$ cat src/rtl/csp_pkg.sv
package csp_pkg;

    localparam int BYTE_W = 8;
    localparam int TAG_W  = 4;

    typedef enum logic [TAG_W-1:0] {
        TG_GROUP   = 4'h0,
        TG_MBNUM   = 4'h1,
        TG_CTRL    = 4'h2,
        TG_QUANT   = 4'h3,
        TG_MVX     = 4'h4,
        TG_MVY     = 4'h5,
        TG_PATTERN = 4'h6,
        TG_SUBBLK  = 4'h7,
        TG_RUN     = 4'h8,
        TG_LEVEL   = 4'h9,
        TG_WAIT    = 4'hF
    } tag_e;

    typedef enum logic [3:0] {
        S_IDLE, S_GRP, S_MBN, S_PAT, S_QNT, S_MVX, S_MVY, S_SUB, S_RUN, S_LVL
    } pstate_e;

    localparam logic [BYTE_W-1:0] CTRL_KEEP = 8'h6F;
    localparam int                MC_BIT    = 3;

endpackage

$ cat src/rtl/csp_strobe_edge.sv
module csp_strobe_edge (
    input  logic clk,
    input  logic rst_n,
    input  logic strobe_i,
    output logic rise_o
);
    logic strobe_q;

    always_ff @(posedge clk) begin
        if (!rst_n) strobe_q <= 1'b0;
        else        strobe_q <= strobe_i;
    end

    assign rise_o = strobe_i & ~strobe_q;
endmodule

$ cat src/rtl/csp_mv_pred.sv
module csp_mv_pred #(
    parameter int MV_W = 5
) (
    input  logic            clk,
    input  logic            rst_n,
    input  logic            clear_i,
    input  logic            upd_i,
    input  logic            mc_i,
    input  logic [MV_W-1:0] mv_i,
    output logic [MV_W-1:0] diff_o
);
    logic [MV_W-1:0] pred_q;

    always_ff @(posedge clk) begin
        if (!rst_n)       pred_q <= '0;
        else if (clear_i) pred_q <= '0;
        else if (upd_i)   pred_q <= mc_i ? mv_i : '0;
    end

    // modular subtraction at MV_W bits gives the -16..+15 wrap
    assign diff_o = mc_i ? (mv_i - pred_q) : '0;
endmodule

$ cat src/rtl/csp_tick_gen.sv
module csp_tick_gen #(
    parameter int DELAY = 6,
    parameter int LEN   = 3
) (
    input  logic clk,
    input  logic rst_n,
    input  logic start_i,
    output logic tick_o
);
    localparam int LAST  = DELAY + LEN;
    localparam int CNT_W = $clog2(LAST + 1);

    logic [CNT_W-1:0] cnt;

    always_ff @(posedge clk) begin
        if (!rst_n) begin
            cnt    <= '0;
            tick_o <= 1'b0;
        end else begin
            tick_o <= (cnt >= CNT_W'(DELAY)) && (cnt < CNT_W'(LAST));
            if (start_i)                    cnt <= CNT_W'(1);
            else if (cnt == CNT_W'(LAST))   cnt <= '0;
            else if (cnt != '0)             cnt <= cnt + 1'b1;
        end
    end

    assert_tick_live_R11: assert property (@(posedge clk) disable iff (!rst_n)
        tick_o |-> (cnt != '0));
endmodule

$ cat src/rtl/coder_stream_parser.sv
module coder_stream_parser
    import csp_pkg::*;
#(
    parameter int MV_W       = 5,
    parameter int MBA_W      = 6,
    parameter int GRP_W      = 4,
    parameter int TICK_DELAY = 6,
    parameter int TICK_LEN   = 3
) (
    input  logic       clk,
    input  logic       rst_n,
    input  logic       src_strobe,
    input  logic [3:0] src_tag,
    input  logic [7:0] src_data,
    output logic       item_valid,
    output logic [3:0] item_kind,
    output logic [7:0] item_value,
    output logic       item_eob,
    output logic       mb_tick
);
    localparam int NUM_MV = 2;

    pstate_e            state, nxt_state;
    logic               rise, accept;
    logic               mc_q, eob_q, gob_seen;
    logic [GRP_W-1:0]   gob_q;
    logic [MBA_W-1:0]   prev_mba;
    logic               grp_new, mba_anchor, mv_clear;
    logic [7:0]         value_mux;
    logic [MV_W-1:0]    mv_diff [NUM_MV];

    csp_strobe_edge u_edge (
        .clk(clk), .rst_n(rst_n), .strobe_i(src_strobe), .rise_o(rise)
    );

    // ---------------- sequencing ----------------
    always_ff @(posedge clk) begin
        if (!rst_n) state <= S_IDLE;
        else        state <= nxt_state;
    end

    always_comb begin
        accept    = 1'b0;
        nxt_state = state;
        if (rise) begin
            if (src_tag == TG_CTRL) begin
                accept    = 1'b1;
                nxt_state = S_GRP;
            end else begin
                unique case (state)
                    S_GRP: if (src_tag == TG_GROUP)   begin accept = 1'b1; nxt_state = S_MBN; end
                    S_MBN: if (src_tag == TG_MBNUM)   begin accept = 1'b1; nxt_state = S_PAT; end
                    S_PAT: if (src_tag == TG_PATTERN) begin accept = 1'b1; nxt_state = S_QNT; end
                    S_QNT: if (src_tag == TG_QUANT)   begin accept = 1'b1; nxt_state = S_MVX; end
                    S_MVX: if (src_tag == TG_MVX)     begin accept = 1'b1; nxt_state = S_MVY; end
                    S_MVY: if (src_tag == TG_MVY)     begin accept = 1'b1; nxt_state = S_SUB; end
                    S_SUB: if (src_tag == TG_SUBBLK)  begin accept = 1'b1; nxt_state = S_RUN; end
                    S_RUN: if (src_tag == TG_RUN)     begin accept = 1'b1; nxt_state = S_LVL; end
                    S_LVL: if (src_tag == TG_LEVEL) begin
                        accept    = 1'b1;
                        nxt_state = eob_q ? S_SUB : S_RUN;
                    end
                    default: ;
                endcase
            end
        end
    end

    // ---------------- differential context ----------------
    assign grp_new    = accept && (src_tag == TG_GROUP) &&
                        (!gob_seen || (src_data[GRP_W-1:0] != gob_q));
    assign mba_anchor = accept && (src_tag == TG_MBNUM) &&
                        ((src_data[MBA_W-1:0] == MBA_W'(1))  ||
                         (src_data[MBA_W-1:0] == MBA_W'(12)) ||
                         (src_data[MBA_W-1:0] == MBA_W'(23)));
    assign mv_clear   = grp_new || mba_anchor;

    for (genvar c = 0; c < NUM_MV; c++) begin : g_mv
        localparam tag_e MY_TAG = (c == 0) ? TG_MVX : TG_MVY;
        csp_mv_pred #(.MV_W(MV_W)) u_pred (
            .clk    (clk),
            .rst_n  (rst_n),
            .clear_i(mv_clear),
            .upd_i  (accept && (src_tag == MY_TAG)),
            .mc_i   (mc_q),
            .mv_i   (src_data[MV_W-1:0]),
            .diff_o (mv_diff[c])
        );
    end

    always_ff @(posedge clk) begin
        if (!rst_n) begin
            mc_q     <= 1'b0;
            eob_q    <= 1'b0;
            gob_seen <= 1'b0;
            gob_q    <= '0;
            prev_mba <= '0;
        end else if (accept) begin
            if (src_tag == TG_CTRL) mc_q <= src_data[MC_BIT];
            if (src_tag == TG_RUN)  eob_q <= &src_data[7:6];
            if (src_tag == TG_GROUP) begin
                gob_seen <= 1'b1;
                gob_q    <= src_data[GRP_W-1:0];
                if (grp_new) prev_mba <= '0;
            end
            if (src_tag == TG_MBNUM) prev_mba <= src_data[MBA_W-1:0];
        end
    end

    // ---------------- value selection ----------------
    always_comb begin
        value_mux = src_data;
        unique case (src_tag)
            TG_CTRL:    value_mux = src_data & CTRL_KEEP;
            TG_GROUP:   value_mux = 8'(src_data[GRP_W-1:0]);
            TG_MBNUM:   value_mux = 8'(src_data[MBA_W-1:0]) - 8'(prev_mba);
            TG_PATTERN: value_mux = {2'b00, src_data[6:1]};
            TG_QUANT:   value_mux = {3'b000, src_data[4:0]};
            TG_MVX:     value_mux = {{(8-MV_W){mv_diff[0][MV_W-1]}}, mv_diff[0]};
            TG_MVY:     value_mux = {{(8-MV_W){mv_diff[1][MV_W-1]}}, mv_diff[1]};
            TG_SUBBLK:  value_mux = {5'b00000, src_data[2:0]};
            TG_RUN:     value_mux = {2'b00, src_data[5:0]};
            default:    value_mux = src_data;
        endcase
    end

    // ---------------- output register ----------------
    always_ff @(posedge clk) begin
        if (!rst_n) begin
            item_valid <= 1'b0;
            item_kind  <= '0;
            item_value <= '0;
            item_eob   <= 1'b0;
        end else begin
            item_valid <= accept;
            item_kind  <= src_tag;
            item_value <= value_mux;
            item_eob   <= accept && (src_tag == TG_RUN) && (&src_data[7:6]);
        end
    end

    csp_tick_gen #(.DELAY(TICK_DELAY), .LEN(TICK_LEN)) u_tick (
        .clk    (clk),
        .rst_n  (rst_n),
        .start_i(accept && (src_tag == TG_MBNUM)),
        .tick_o (mb_tick)
    );

    // ---------------- assertions ----------------
    assert_valid_after_rise_R2: assert property (@(posedge clk) disable iff (!rst_n)
        item_valid |-> $past(rise));

    assert_kind_known_R3: assert property (@(posedge clk) disable iff (!rst_n)
        item_valid |-> (item_kind <= 4'd9));

    assert_eob_on_run_R9: assert property (@(posedge clk) disable iff (!rst_n)
        item_eob |-> (item_valid && item_kind == TG_RUN));

    assert_mvd_range_R7: assert property (@(posedge clk) disable iff (!rst_n)
        (item_valid && (item_kind == TG_MVX || item_kind == TG_MVY)) |->
        ((item_value[7:MV_W-1] == '0) || (item_value[7:MV_W-1] == '1)));
endmodule

$ cat config.mk
export PLATFORM = sky130hd
export DESIGN_NAME = coder_stream_parser
export DESIGN_NICKNAME = d
export VERILOG_FILES = /design/src/rtl/csp_pkg.sv /design/src/rtl/csp_strobe_edge.sv /design/src/rtl/csp_mv_pred.sv /design/src/rtl/csp_tick_gen.sv /design/src/rtl/coder_stream_parser.sv
export SDC_FILE = /design/constraint.sdc
export NUM_CORES = 1
export LEC_CHECK = 0
export ABC_AREA = 1
export CORE_MARGIN = 4
export CORE_UTILIZATION = 57
export DETAILED_ROUTE_END_ITERATION = 16
export GPL_ROUTABILITY_DRIVEN = 0
export PLACE_DENSITY = 0.87
export SLEW_MARGIN = 5
export SYNTH_ARGS = -nofsm -noshare
export SYNTH_HDL_FRONTEND = slang
export SYNTH_SLANG_ARGS = --single-unit
$ cat constraint.sdc
create_clock -name clk -period 2.5 [get_ports clk]
set_clock_uncertainty 0.1 [all_clocks]
set_input_delay 0.625 -clock clk [delete_from_list [all_inputs] [get_ports clk]]
set_output_delay 0.625 -clock clk [all_outputs]
set_load 0.05 [all_outputs]
After elaboration in Yosys (flattened, before gate mapping)
Index checks and enable logic that the tools add are counted.
{"block": "classes", "addsub": 4, "n_lt_le_gt_ge": 2, "n_eq_ne": 32, "mux": 34, "n_bitwise": 3, "reduce_logical": 28}
{"cell": "8-bit case mux with 9 select lines", "n": 1}
{"cell": "4-bit 2-to-1 mux", "n": 11}
{"cell": "4-bit case mux with 9 select lines", "n": 1}
{"cell": "4-bit by 3-bit == test with 1-bit output (second input constant)", "n": 8}
{"cell": "3-bit != test (second input constant)", "n": 9}
{"cell": "4-bit == test (second input constant)", "n": 5}
{"cell": "6-bit 2-to-1 mux", "n": 3}
{"cell": "4-bit by 2-bit == test with 1-bit output (second input constant)", "n": 4}
{"cell": "5-bit 2-to-1 mux", "n": 3}
{"cell": "1-bit 2-to-1 mux", "n": 14}
{"cell": "11-bit AND reduction", "n": 1}
{"cell": "10-bit nonzero test", "n": 1}
{"cell": "5-bit subtractor", "n": 2}
{"cell": "1-bit logical AND", "n": 9}
{"cell": "1-bit case mux with 9 select lines", "n": 1}
{"cell": "4-bit by 1-bit == test with 1-bit output (second input constant)", "n": 2}
{"cell": "2-bit AND reduction", "n": 4}
{"cell": "6-bit by 6-bit subtractor with 7-bit output", "n": 1}
{"cell": "6-bit by 1-bit == test with 1-bit output (second input constant)", "n": 1}
{"cell": "6-bit by 4-bit == test with 1-bit output (second input constant)", "n": 1}
{"cell": "6-bit by 5-bit == test with 1-bit output (second input constant)", "n": 1}
{"cell": "4-bit by 1-bit adder with 4-bit output (second input constant)", "n": 1}
{"cell": "4-bit by 3-bit greater-or-equal comparator with 1-bit output (second input constant)", "n": 1}
{"cell": "4-bit logical NOT", "n": 1}
{"cell": "other kinds (12)", "n": 17}
{"block": "totals", "ff_bits": 47, "input_bits": 15}

Depth between registers and ports, before layout
{"block": "depth", "depth_word": 10, "depth_mapped": 14, "mapped_depth_nobuf": 13}

Modules after synthesis
A second synthesis with hierarchy kept.
{"block": "unflattened", "hier_cells": 471, "area_unflattened_um2": 3059.2}
{"module": "coder_stream_parser", "instances": 1, "cells_each": 306, "area_per_inst_um2": 1934.4, "seq_area_each_um2": 620.6}
{"module": "csp_mv_pred", "instances": 2, "cells_each": 61, "area_per_inst_um2": 391.6, "seq_area_each_um2": 100.1}
{"module": "csp_tick_gen", "instances": 1, "cells_each": 38, "area_per_inst_um2": 304.0, "seq_area_each_um2": 100.1}
{"module": "csp_strobe_edge", "instances": 1, "cells_each": 5, "area_per_inst_um2": 37.5, "seq_area_each_um2": 20.0}

Worst setup path after synthesis
Ideal clock, no wire load.
{"block": "synth_path", "path_kind": "input port to flip-flop", "start": "input port src_data[0]", "end": "register item_value[2]", "t_arrival_ps": 2048, "setup_slack_ps": 231, "cell_stages": 9, "cell_sequence": "inv_1 ha_1 inv_1 fa_1 or2_2 a32oi_1 o21ai_0 nor2_1 a21oi_1"}
{"block": "synth_via", "elab_chain_cells": 3, "elab_cells_between_ends": 6}
{"element": "from (decl)", "line_no": "coder_stream_parser.sv:14", "source": "input logic [7:0] src_data,"}
{"element": "5-bit subtractor", "line_no": "csp_mv_pred.sv:21", "source": "assign diff_o = mc_i ? (mv_i - pred_q) : '0;"}
{"element": "5-bit 2-to-1 mux", "line_no": "csp_mv_pred.sv:21"}
{"element": "8-bit case mux with 9 select lines *", "line_no": "coder_stream_parser.sv:113", "source": "unique case (src_tag)"}
{"element": "to (signal assigned)", "line_no": "coder_stream_parser.sv:137", "source": "item_value <= value_mux;"}
{"element": "to (decl)", "line_no": "coder_stream_parser.sv:17", "source": "output logic [7:0] item_value,"}
Mark *: on every way between the ends. The rest lies on a longest branch, timed or not.
A chain may end at the register's enable or synchronous reset.

Final worst setup path
{"block": "layout_path", "start": "input port src_data[2]", "end": "register item_value[3]"}
The elaborated chain is that of the path after synthesis.

==> key figures <==
Layout
  – Ant. Diodes: 0
  – Final Net Count: 567
  – Most frequent cells in the layout: nand2_1, nor2_1, inv_1, buf_4, dfxtp_1
  – Util after Layout: 75.94%
  – Cell Count, Final, Fillers Out: 601
  – Syn-to-layout area delta: 28.42%
  – Share of layout cells above drive strength 1: 16.01%
  – Most common cell after layout, fill and taps aside: nand2_1

Clocking
  – TritonCTS buffer count: 5
  – Clock root cell: clkbuf_8
  – Clk slew on worst S/H paths: 90 ps
  – H-tree level count: 2
  – Clock Latency Late Sink: 300 ps
  – Clock sinks: 47
  – CTS tree: built
  – Hold buffers post-CTS: 0
  – Clock buffer depth: 2

Power
  – LEAKAGE: 1.827 nW
  – VDD IR-drop max: 0.3312 mV
  – Power Density: 550.8 nW/um^2

Die
  – Die area: 6528 sq um
  – Core Box Area: 5107 sq um
  – Row Count: 26
  – Die width: 80.80 um
  – Initial core utilization: 59.14%
  – I/O pin count: 30
  – Die height: 80.80 um

Timing
  – Endpoints failing setup: 0
  – Final slew viol count: 0
  – RSZ-0062 raised after global routing: false
  – Slew @ Worst Pin: 503.3 ps
  – Tmin final: 2336 ps
  – WHS: 368.3 ps
  – Fin crit share: 93.45%
  – Worst relative slew slack: 66.34%
  – Fin. Hold Viols: 0
  – Fmax: 0.4280 GHz

Critical path
  – Crit path largest cell delay: 540 ps
  – Setup crit start kind: primary input
  – Worst path slowest cell: clkdlybuf4s50_1
  – Crit-path leading delay family: buffers and inverters
  – Buffers & Inverters on Critical Path: 3
  – CP Cell Sequence: clkdlybuf4s50_1 -> ha_1 -> buf_4 -> nand3_1 -> nand2_1 -> xnor2_1 -> o22ai_1 -> a21oi_1 -> nand2_1 -> nand2_1 -> inv_1
  – Critical path data arrival time: 2440 ps
  – Worst EP required: 2610 ps
  – Crit Path Max Fanout: 5
  – Worst Setup End Kind: register
  – Most used cell, CP: nand2_1
  – Setup CP Type: primary input to register

Routing
  – Post-DR wirelength/cell: 14.28 um
  – Drt via density: 5.547
  – Vias after detailed routing: 3334
  – Post-route DRC: 0
  – Router iterations before antenna repair: 5
  – Routed WL: 8585 um
  – Iter 0 DRT Violations: 280
  – Final ANT Viol Nets: 0

Synthesis
  – Synth Warn #: 0
  – Syn Area/Cell: 6.638 sq um
  – Netlist Area Pre-Place: 3020 sq um
  – Post-synthesis net count: 492
  – Cells after synthesis: 455
  – Sequential fraction of the synthesis area: 31.15%
  – #FFs+latches synth: 47
  – Synth Flop Type: dfxtp_1
  – Post-synth EDFFs: 0
  – Async set-reset flop share out of synthesis: 0%
  – Unique cell type count in the Yosys netlist: 39

Global routing
  – Number of global-route vias before repair: 3258
  – First-pass GRT wire length: 13830 um
  – Largest net degree at the start of global routing: 28
  – Antenna violations before repair: 0
  – GR Overflow Total: 0
  – Total global-route track usage: 26.78%

Placed design
  – # placed instances: 592
  – Port buffer count: 29
  – Dpl hpwl: 6276 um

Run status
  – Outcome: completed

Job
  – Max cap viols: 0

Hold path
  – Hold Crit Class: register to register
## flip-flops by register name (all words and copies together) (netlist names)
| name | cells |
|---|---|
| u_edge.strobe_q | 1 |
| mc_q | 1 |
| g_mv.u_pred.pred_q | 10 |
| u_tick.cnt | 4 |
| eob_q | 1 |
| prev_mba | 6 |
| item_eob | 1 |
| item_value | 8 |
| gob_seen | 1 |
| state | 4 |
| u_tick.tick_o | 1 |
| item_valid | 1 |
| gob_q | 4 |
| item_kind | 4 |
## kinds of logic after synthesis
group           share of synthesized area (%)
xor+xnor                                2.320
simple gates                            32.48
flops                                   31.15
buf+inv                                 9.983
fa+ha+maj                               9.859
compound gates                          14.21
## report_power, final
part | switching [mW] | total [mW] | internal (mW) | leakage (nW)
Clock | 0.257 | 0.581 | 0.324 | 0.0612
Sequential | 0.0438 | 0.846 | 0.802 | 0.383
Combinational | 0.446 | 0.709 | 0.263 | 1.38
Total | 0.747 | 2.14 | 1.39 | 1.83
## worst paths after layout
| path | from | to | slack, ps | cells past startpoint |
|---|---|---|---|---|
| setup reg to reg | state[3]$_SDFFE_PN0P_ | eob_q$_SDFFE_PN0P_ | 460 | 12 |
| hold / removal | gob_seen$_SDFFE_PN0P_ | gob_seen$_SDFFE_PN0P_ | 370 | 2 |
| setup / recovery | src_data[2] | item_value[3]$_SDFF_PN0_ | 160 | 11 |
| hold reg to reg | gob_seen$_SDFFE_PN0P_ | gob_seen$_SDFFE_PN0P_ | 370 | 2 |
## cell usage after synthesis, types with 4 or more instances
| cell type | count | area share [%] |
|---|---|---|
| ha_1 | 19 | 7.9 |
| inv_1 | 62 | 7.7 |
| nand3_1 | 23 | 3.8 |
| nand4_1 | 5 | 1.0 |
| dfxtp_1 | 47 | 31 |
| clkbuf_1 | 6 | 0.75 |
| o21ai_0 | 25 | 4.1 |
| a21oi_1 | 31 | 5.1 |
| xnor2_1 | 5 | 1.4 |
| nand2_2 | 6 | 1.2 |
| nor2_1 | 67 | 8.3 |
| o22ai_1 | 4 | 0.83 |
| o211ai_1 | 6 | 1.5 |
| nor3_1 | 7 | 1.2 |
| nand2_1 | 102 | 13 |
| nor2_2 | 4 | 0.83 |
## per-layer routing
metal / GRT usage [%] / wire, um
met5: 0 / 0
met4: 13.68 / 308
met3: 5.211 / 649
met2: 48.92 / 4295
met1: 29.31 / 3332
## worst register-to-register path: stages, from the launching register on
cell and delay (ps):
dfxtp_1 390, inv_1 90, nand2_1 170, nor2_1 110, nand2_1 90, nand2_1 70
nor2_1 200, nand3_2 120, nand2_4 160, buf_4 200, nand2_1 100, nand3_1 70
o21ai_1 70
## stage by stage
| step | TNS (ps) | power, mW | worst slack [ps] | area [sq um] |
|---|---|---|---|---|
| 2_1_floorplan | 0 | 1.315 | 231.4 | 3020 |
| 3_3_place_gp | -5342 | 1.502 | -344.1 | 3712 |
| 3_5_place_dp | -7866 | 1.531 | -471.0 | 3712 |
| 4_1_cts | 0 | 2.121 | 12.26 | 3844 |
| 5_1_grt | 0 | 2.235 | 65.09 | 3879 |
| 6_report | 0 | 2.136 | 163.7 | 3879 |
## final cells by class
| cell class | count | area [sq um] |
|---|---|---|
| clock inverter | 2 | 35.03 |
| timing repair buffer | 79 | 680.7 |
| inverter | 66 | 247.7 |
| fill | 361 | 1229 |
| tap | 70 | 87.58 |
| multi-input combinational | 331 | 1804 |
| sequential | 47 | 940.9 |
| clock buffer | 6 | 82.58 |
## timing repair
action,4_1_cts,5_1_grt
endpoints found under the setup margin,7,38
pin swaps,1,2
setup buffers,0,1
resized for setup,8,12
endpoints found under the hold margin,0,0
(Power assumes the default switching activity.)
